[config.mk]
export PLATFORM = sky130hd
export DESIGN_NAME = wsg_gen
export DESIGN_NICKNAME = d
export VERILOG_FILES = /design/src/rtl/wsg_pkg.sv /design/src/rtl/wsg_phase_ctr.sv /design/src/rtl/wsg_seg_timer.sv /design/src/rtl/wsg_lane.sv /design/src/rtl/wsg_gen.sv
export SDC_FILE = /design/constraint.sdc
export NUM_CORES = 1
export LEC_CHECK = 0
export ABC_AREA = 1
export ABC_CLOCK_PERIOD_IN_PS = 4050
export BUFFER_PORTS_ARGS = -buffer_cell sky130_fd_sc_hd__buf_2
export CAP_MARGIN = 20
export CORE_AREA = 2 2 53 55
export CTS_BUF_LIST = sky130_fd_sc_hd__clkbuf_4 sky130_fd_sc_hd__clkbuf_8
export CTS_CLUSTER_DIAMETER = 30
export CTS_CLUSTER_SIZE = 30
export DETAILED_ROUTE_END_ITERATION = 6
export DIE_AREA = 0 0 55 57
export GPL_ROUTABILITY_DRIVEN = 0
export PLACE_DENSITY = 0.95
export SETUP_SLACK_MARGIN = 0.3
export SKIP_LAST_GASP = 1
export SLEW_MARGIN = 10
export SYNTH_ARGS = -nofsm -noshare
export SYNTH_HDL_FRONTEND = slang
export SYNTH_SLANG_ARGS = --single-unit
[constraint.sdc]
create_clock -name clk -period 4.05 [get_ports clk]
set_clock_uncertainty 0.1 [all_clocks]
set_input_delay 0.6075 -clock clk [delete_from_list [all_inputs] [get_ports clk]]
set_output_delay 0.6075 -clock clk [all_outputs]
set_load 0.005 [all_outputs]
[src/rtl/wsg_pkg.sv]
package wsg_pkg;
  // width needed to hold values 0..n-1, never below one bit
  function automatic int idx_bits(input int n);
    return (n > 1) ? $clog2(n) : 1;
  endfunction
endpackage

[src/rtl/wsg_phase_ctr.sv]
module wsg_phase_ctr #(
  parameter int LEN = 2,
  parameter int IW  = 2
) (
  input  logic          clk,
  input  logic          rst_n,
  input  logic          clr,
  input  logic          adv,
  output logic [IW-1:0] phase
);
  localparam logic [IW-1:0] LAST = IW'(LEN - 1);

  logic          en;
  logic [IW-1:0] phase_n;

  always_comb begin
    en = clr | adv;
    if (clr || phase == LAST) phase_n = '0;
    else                      phase_n = phase + 1'b1;
  end

  always_ff @(posedge clk or negedge rst_n) begin
    if (!rst_n)  phase <= '0;
    else if (en) phase <= phase_n;
  end
endmodule

[src/rtl/wsg_seg_timer.sv]
module wsg_seg_timer
  import wsg_pkg::*;
#(
  parameter int N_ASG   = 4,
  parameter int SEG_LEN = 2000,
  localparam int SW = idx_bits(N_ASG),
  localparam int CW = idx_bits(SEG_LEN)
) (
  input  logic          clk,
  input  logic          rst_n,
  input  logic          start,
  output logic          run,
  output logic [SW-1:0] seg,
  output logic          done,
  output logic          last_cyc,
  output logic          restart
);
  logic [CW-1:0] cyc, cyc_n;
  logic [SW-1:0] seg_n;
  logic          run_n, done_n, go, last_seg, en;

  always_comb begin
    go       = start & ~run;
    last_cyc = (cyc == CW'(SEG_LEN - 1));
    last_seg = (seg == SW'(N_ASG - 1));
    restart  = go | (run & last_cyc);
    en       = go | run;
    run_n    = run;
    seg_n    = seg;
    cyc_n    = cyc;
    done_n   = done;
    if (go) begin
      run_n  = 1'b1;
      seg_n  = '0;
      cyc_n  = '0;
      done_n = 1'b0;
    end else if (run) begin
      if (last_cyc) begin
        cyc_n = '0;
        if (last_seg) begin
          run_n  = 1'b0;
          done_n = 1'b1;
          seg_n  = '0;
        end else begin
          seg_n = seg + 1'b1;
        end
      end else begin
        cyc_n = cyc + 1'b1;
      end
    end
  end

  always_ff @(posedge clk or negedge rst_n) begin
    if (!rst_n) begin
      run  <= 1'b0;
      seg  <= '0;
      cyc  <= '0;
      done <= 1'b0;
    end else if (en) begin
      run  <= run_n;
      seg  <= seg_n;
      cyc  <= cyc_n;
      done <= done_n;
    end
  end
endmodule

[src/rtl/wsg_lane.sv]
module wsg_lane
  import wsg_pkg::*;
#(
  parameter int N_IN     = 3,
  parameter int N_ASG    = 4,
  parameter int MAX_PLEN = 4,
  parameter int LANE     = 0,
  localparam int SW = idx_bits(N_ASG),
  localparam int IW = idx_bits(MAX_PLEN),
  localparam int LW = $clog2(MAX_PLEN + 1),
  parameter logic [N_ASG*N_IN*LW-1:0]       PAT_LEN  = '1,
  parameter logic [N_ASG*N_IN*MAX_PLEN-1:0] PAT_BITS = '0
) (
  input  logic                   run,
  input  logic [SW-1:0]          seg,
  input  logic [MAX_PLEN*IW-1:0] phase_flat,
  output logic                   bit_o
);
  logic [N_ASG-1:0] cand;

  always_comb begin
    for (int a = 0; a < N_ASG; a++) begin
      logic [LW-1:0]       plen;
      logic [MAX_PLEN-1:0] pbits;
      logic [IW-1:0]       ph;
      plen    = PAT_LEN[(a*N_IN + LANE)*LW +: LW];
      pbits   = PAT_BITS[(a*N_IN + LANE)*MAX_PLEN +: MAX_PLEN];
      ph      = '0;
      cand[a] = 1'b0;
      for (int l = 0; l < MAX_PLEN; l++)
        if (plen == LW'(l + 1)) ph = phase_flat[l*IW +: IW];
      for (int k = 0; k < MAX_PLEN; k++)
        if (ph == IW'(k)) cand[a] = pbits[k];
    end
    bit_o = 1'b0;
    for (int a = 0; a < N_ASG; a++)
      if (run && seg == SW'(a)) bit_o = cand[a];
  end
endmodule

[src/rtl/wsg_gen.sv]
module wsg_gen
  import wsg_pkg::*;
#(
  parameter int N_IN     = 3,
  parameter int N_ASG    = 4,
  parameter int SEG_LEN  = 2000,
  parameter int MAX_PLEN = 4,
  localparam int SW = idx_bits(N_ASG),
  localparam int IW = idx_bits(MAX_PLEN),
  localparam int LW = $clog2(MAX_PLEN + 1),
  parameter logic [N_ASG*N_IN*LW-1:0]       PAT_LEN  = 36'o132421314213,
  parameter logic [N_ASG*N_IN*MAX_PLEN-1:0] PAT_BITS = 48'h9E36B1C472D8
) (
  input  logic            clk,
  input  logic            rst_n,
  input  logic            start,
  output logic [N_IN-1:0] stim,
  output logic [SW-1:0]   seg_idx,
  output logic            done
);
  logic                   run, last_cyc, restart;
  logic [MAX_PLEN*IW-1:0] phase_flat;

  wsg_seg_timer #(.N_ASG(N_ASG), .SEG_LEN(SEG_LEN)) timer_i (
    .clk(clk), .rst_n(rst_n), .start(start), .run(run), .seg(seg_idx),
    .done(done), .last_cyc(last_cyc), .restart(restart)
  );

  // one pattern FSM per period length, shared by all patterns of that length
  for (genvar l = 1; l <= MAX_PLEN; l++) begin : g_len
    wsg_phase_ctr #(.LEN(l), .IW(IW)) ctr_i (
      .clk(clk), .rst_n(rst_n), .clr(restart), .adv(run),
      .phase(phase_flat[(l-1)*IW +: IW])
    );
  end

  for (genvar i = 0; i < N_IN; i++) begin : g_lane
    wsg_lane #(
      .N_IN(N_IN), .N_ASG(N_ASG), .MAX_PLEN(MAX_PLEN), .LANE(i),
      .PAT_LEN(PAT_LEN), .PAT_BITS(PAT_BITS)
    ) lane_i (
      .run(run), .seg(seg_idx), .phase_flat(phase_flat), .bit_o(stim[i])
    );
  end
endmodule

## Yosys cells after proc, flatten, opt, wreduce, memory -nomap -nowiden

Cells that the tools add are included.

| operators by class | value |
|---|---|
| add/subtract/negate cells | 6 |
| equal/unequal tests | 16 |
| mux-type cells | 61 |
| bitwise logic cells | 6 |
| reductions and logical operators | 18 |

Operator list:

| kind | count |
|---|---|
| 1-bit 2-to-1 mux | 50 |
| 11-bit 2-to-1 mux | 3 |
| 2-bit equality test, second input constant | 10 |
| 2-bit 2-to-1 mux | 8 |
| 11-bit by 1-bit adder with 11-bit output, second input constant | 1 |
| 11-bit equality test, second input constant | 1 |
| 2-bit by 1-bit adder with 2-bit output, second input constant | 5 |
| 2-bit by 1-bit equality test with 1-bit output, second input constant | 5 |
| 2-bit logical NOT | 4 |
| 2-bit nonzero test | 3 |
| 1-bit logical AND | 4 |
| 1-bit logical OR | 4 |
| 4-bit AND reduction | 1 |
| 1-bit bitwise OR | 3 |
| 3-bit AND reduction | 1 |
| 1-bit AND | 2 |
| 2-bit AND reduction | 1 |
| 1-bit inverter | 1 |

| storage, ports and cells | value |
|---|---|
| register bits | 23 |
| bits of input ports | 3 |
| output and inout bits | 6 |
| word-level logic and storage cells | 115 |

## Longest topological paths before layout

| depth | value |
|---|---|
| word-level depth | 9 |
| mapped depth | 9 |
| depth with buffers taken out | 8 |

## Modules after synthesis

From an unflattened synthesis, not the netlist that was laid out.

| second synthesis, totals | value |
|---|---|
| cells, all modules | 226 |
| area total of the unflattened synthesis | 1536.5 um2 |

Modules (own cells, without submodules):

| module | instances | cells an instance | area an instance (um2) | seq. area each (um2) |
|---|---|---|---|---|
| wsg_seg_timer | 1 | 120 | 904.6 | 375.4 |
| wsg_phase_ctr (g_len[1].ctr_i ...) | 2 | 13 | 102.6 | 50.0 |
| wsg_phase_ctr (g_len[2].ctr_i) | 1 | 14 | 106.4 | 50.0 |
| wsg_lane (g_lane[2].lane_i) | 1 | 25 | 100.1 | 0.0 |
| wsg_phase_ctr (g_len[4].ctr_i) | 1 | 12 | 98.8 | 50.0 |
| wsg_lane (g_lane[1].lane_i) | 1 | 14 | 62.6 | 0.0 |
| wsg_lane (g_lane[0].lane_i) | 1 | 15 | 58.8 | 0.0 |

## Least setup slack after synthesis

No wires, ideal clock.

| timing path | value |
|---|---|
| kind | register -> output |
| from | reg timer_i.seg[0] |
| to | out stim[0] |
| data arrival time | 1255 ps |
| path slack | 2088 ps |
| cell stages (with the launch flop) | 10 |
| cell sequence | dfrtp_1 inv_1 ha_1 nand2_1 inv_1 nor2_1 o21ai_0 o211ai_1 nand2_1 buf_4 |

| between the ends | value |
|---|---|
| cells in the longest elaborated chain, start to end | 6 |
| elaborated cells on any way between the ends | 12 |

Ends and longest elaborated chain:

| element | line | RTL |
|---|---|---|
| start, declared | wsg_seg_timer.sv:13 | `output logic [SW-1:0] seg,` |
| start signal, assigned | wsg_seg_timer.sv:61 | `seg <= seg_n;` |
| 2-bit logical NOT | wsg_lane.sv:37 | `if (run && seg == SW'(a)) bit_o = cand[a];` |
| 1-bit logical AND | wsg_lane.sv:37 |  |
| 1-bit 2-to-1 mux (3 in a row) | wsg_lane.sv:37 |  |
| 1-bit 2-to-1 mux * | wsg_lane.sv:37 |  |
| end, declared | wsg_gen.sv:17 | `output logic [N_IN-1:0] stim,` |

Mark *: on every way between the ends. The rest lies on a longest branch, timed or not.

## Final worst setup path

| timing path | value |
|---|---|
| from | reg timer_i.seg[1] |
| to | out stim[0] |

Same word-level chain as after synthesis.

==> flow_summary_export.csv <==
group,metric,value,unit
critical_path,worst_ep_arrival_time,1.83,ns
logic_synthesis,ys_ff_latch,23,
layout,final_area,1720,um^2
logic_synthesis,synth_edf_count,0,
clock_tree,clock-sinks,23,
sta,rsz0062_at_grt,"no",
clock_tree,htreeDepth,1,
critical_path,crit_chain,"inv_1 > ha_1 > nand3b_1 > o21ai_0 > o211ai_1 > nand2_1 > buf_2",
run_status,run_status,"complete, no violations",
pwr,comb_power_share,38.0,%
min_path,hold_class,"input pin to asynchronous set/reset pin",
routing,num_vias,1327,
sta,hold_violations,0,
sta,relSlewSlack,34.8,%
routing,drc,0,
clock_tree,clockBufferDepth,2,
floorplanning,row_count,19,
clock_tree,cts_tree,"done",
logic_synthesis,synth.largest_area_cell,"dfrtp_1",
global_routing,grt_max_degree,28,
placed_design,port_buffers,8,
floorplanning,die_h,57,um
sta,fin_tns_setup,0,ns
critical_path,critPathLaunchType,"register",
layout,antenna_cells,0,
floorplanning,start_util,64.2,%
sta,final.period_utilization,62.6,%
critical_path,reg2reg_setup_slack,2.05,ns
clock_tree,cts_resized,0,
clock_tree,clk_latency,0.32,ns
clock_tree,cts_buffers,3,
pwr,vdd_drop_max,0.000325,V
pwr,p_leak,0.000902,uW
logic_synthesis,yosys_warnings,0,
critical_path,worstSetupPathType,"register to output port",
pwr,p_int,479,uW
routing,drt-initial-drc-count,21,
floorplanning,die_w,55,um
clock_tree,post_cts_buffers,0,
routing,ant_nets,0,
sta,setup_ws,1.51,ns
logic_synthesis,netlist.area_leader.share,34.3,%
sta,slew_violations,0,
pwr,power_density,474,nW/um^2
sta,setup_viol,0,
layout,nets,244,
logic_synthesis,syn_area,1680,um^2
placed_design,hpwl,2350,um
clock_tree,root_buffer,"clkbuf_4",
floorplanning,dieArea,3140,um^2
critical_path,path_buf_inv,2,
routing,drtPass1Iterations,4,
logic_synthesis,ys_seq_area_share,34.3,%
logic_synthesis,synth_most_common_cell,"nand2_1",
layout,area_growth,2.61,%
logic_synthesis,synth_area_leaders,"dfrtp_1 34%, ha_1 14%, nand2_1 14%",
sta,tightest_slew,0.977,ns
routing,vias_per_cell,5.27,
pwr,p_sw,337,uW
pwr,p_seq_share,48.0,%
global_routing,grt_pass1_wl,5260,um
clock_tree,cts_hold_buf,0,
logic_synthesis,syn-instance-count,217,
placed_design,placed_cell_area,1690,um^2
critical_path,end_kind,"output port",
logic_synthesis,synth_flop_cell,"dfrtp_1",
critical_path,crit_slowest_cell,"dfrtp_1",
routing,wl_per_cell,12.3,um
logic_synthesis,synthDistinctLibCells,28,
logic_synthesis,synth-async-reset-ratio,100,%
placed_design,place_ws,1.93,ns
clock_tree,path_clk_slew,0.13,ns
global_routing,grt_overflow,0,
floorplanning,core-area,2620,um^2
global_routing,antenna_found_initial,0,
pwr,switching_share,41.3,%
pwr,p_clk_share,14.0,%
logic_synthesis,avgSynthCellArea,7.73,um^2
routing,wirelength,3090,um
sta,fmax,394,MHz
logic_synthesis,syn-num-nets,239,
global_routing,grtUsageTotal,22.9,%
layout,drive_above_1_share,12.2,%
floorplanning,io_pins,9,
logic_synthesis,synthTopCellsByCount,"63 x nand2_1, 30 x inv_1, 23 x dfrtp_1",
critical_path,crit_path_max_incr_delay,0.44,ns
critical_path,cp_max_fo,5,
critical_path,path_delay_family,"flip-flops",
global_routing,first_global_vias,1260,
layout,fillers,215,
sta,period_minus_slack,2.54,ns
run,cap_violations,0,
critical_path,worstPathRequired,3.34,ns
==> worst reg2reg max path: stages (launching register included) <==
cell and delay, ns:
dfrtp_1 0.56, nor2_2 0.83, inv_1 0.20, nand2_2 0.13, nand2_1 0.05, nand2_1 0.06
==> power groups by stage <==
stage	sequential (uW)	clock (uW)	combinational, uW
final	391	114	310
after global routing	406	128	365
after CTS	390	118	314
after detailed placement	395	0	312
after global placement	391	0	291
after floorplan	368	0	276
==> layout make-up <==
| type | instances | area (um^2) | area share (%) |
|---|---|---|---|
| Tap cell | 31 | 38.8 | 2.25 |
| Timing Repair Buffer | 8 | 40.0 | 2.33 |
| Sequential cell | 23 | 576 | 33.4 |
| Clock buffer | 4 | 30.0 | 1.74 |
| Inverter | 31 | 116 | 6.76 |
| Multi-Input combinational cell | 155 | 921 | 53.5 |
==> metal layers <==
layer	up-vias	global-route usage [%]	share of wire (%)
met5	-	0	0
met4	0	10.8	1.9
met3	5	2.88	1.9
met2	16	40.8	53
met1	610	26.0	44
li1	696	-	-
==> per-stage QoR <==
step                total power, uW  hold WS [ns]  util, %  instances
floorplan                       644         0.212        -        217
global placement                682         0.356     64.7        248
detailed placement              707         0.370     64.7        248
CTS                             822         0.155     65.8        252
global route                    898         0.169     65.8        252
finish                          816         0.141     65.8        252
==> final timing paths <==
check                           cells past startpoint      startpoint                 endpoint
min in group clk                                    2    timer_i.done             timer_i.done
worst max-delay path                                7  timer_i.seg[1]                  stim[0]
worst min-delay path                                1           rst_n           timer_i.cyc[5]
max in group asynchronous                           1           rst_n  g_len[4].ctr_i.phase[1]
worst min register to register                      2    timer_i.done             timer_i.done
worst max register to register                      5     timer_i.run           timer_i.seg[1]
==> registers in the layout (all words and copies together) (netlist names) <==
signal / cells
timer_i.seg: 2
timer_i.cyc: 11
timer_i.done: 1
timer_i.run: 1
g_len.ctr_i.phase: 8
==> logic make-up after synthesis <==
kind of cell / after synthesis / synth area share [%]
simple gates: 118 / 33.8
buf+inv: 39 / 10.8
fa+ha+maj: 19 / 14.2
flops: 23 / 34.3
xor+xnor: 3 / 1.57
compound gates: 15 / 5.37
==> placed cells by master, fill, tap and decap left out, types with 3 or more instances in the layout <==
master and n:
dfrtp_1 23, nand3_1 13, nor2_1 16, buf_2 8, clkbuf_4 4, nor2_4 3, ha_1 19, inv_1 30
nand2_1 63, o21ai_0 7, nand4_1 11
Note: power is estimated with default switching activity, not from simulation.
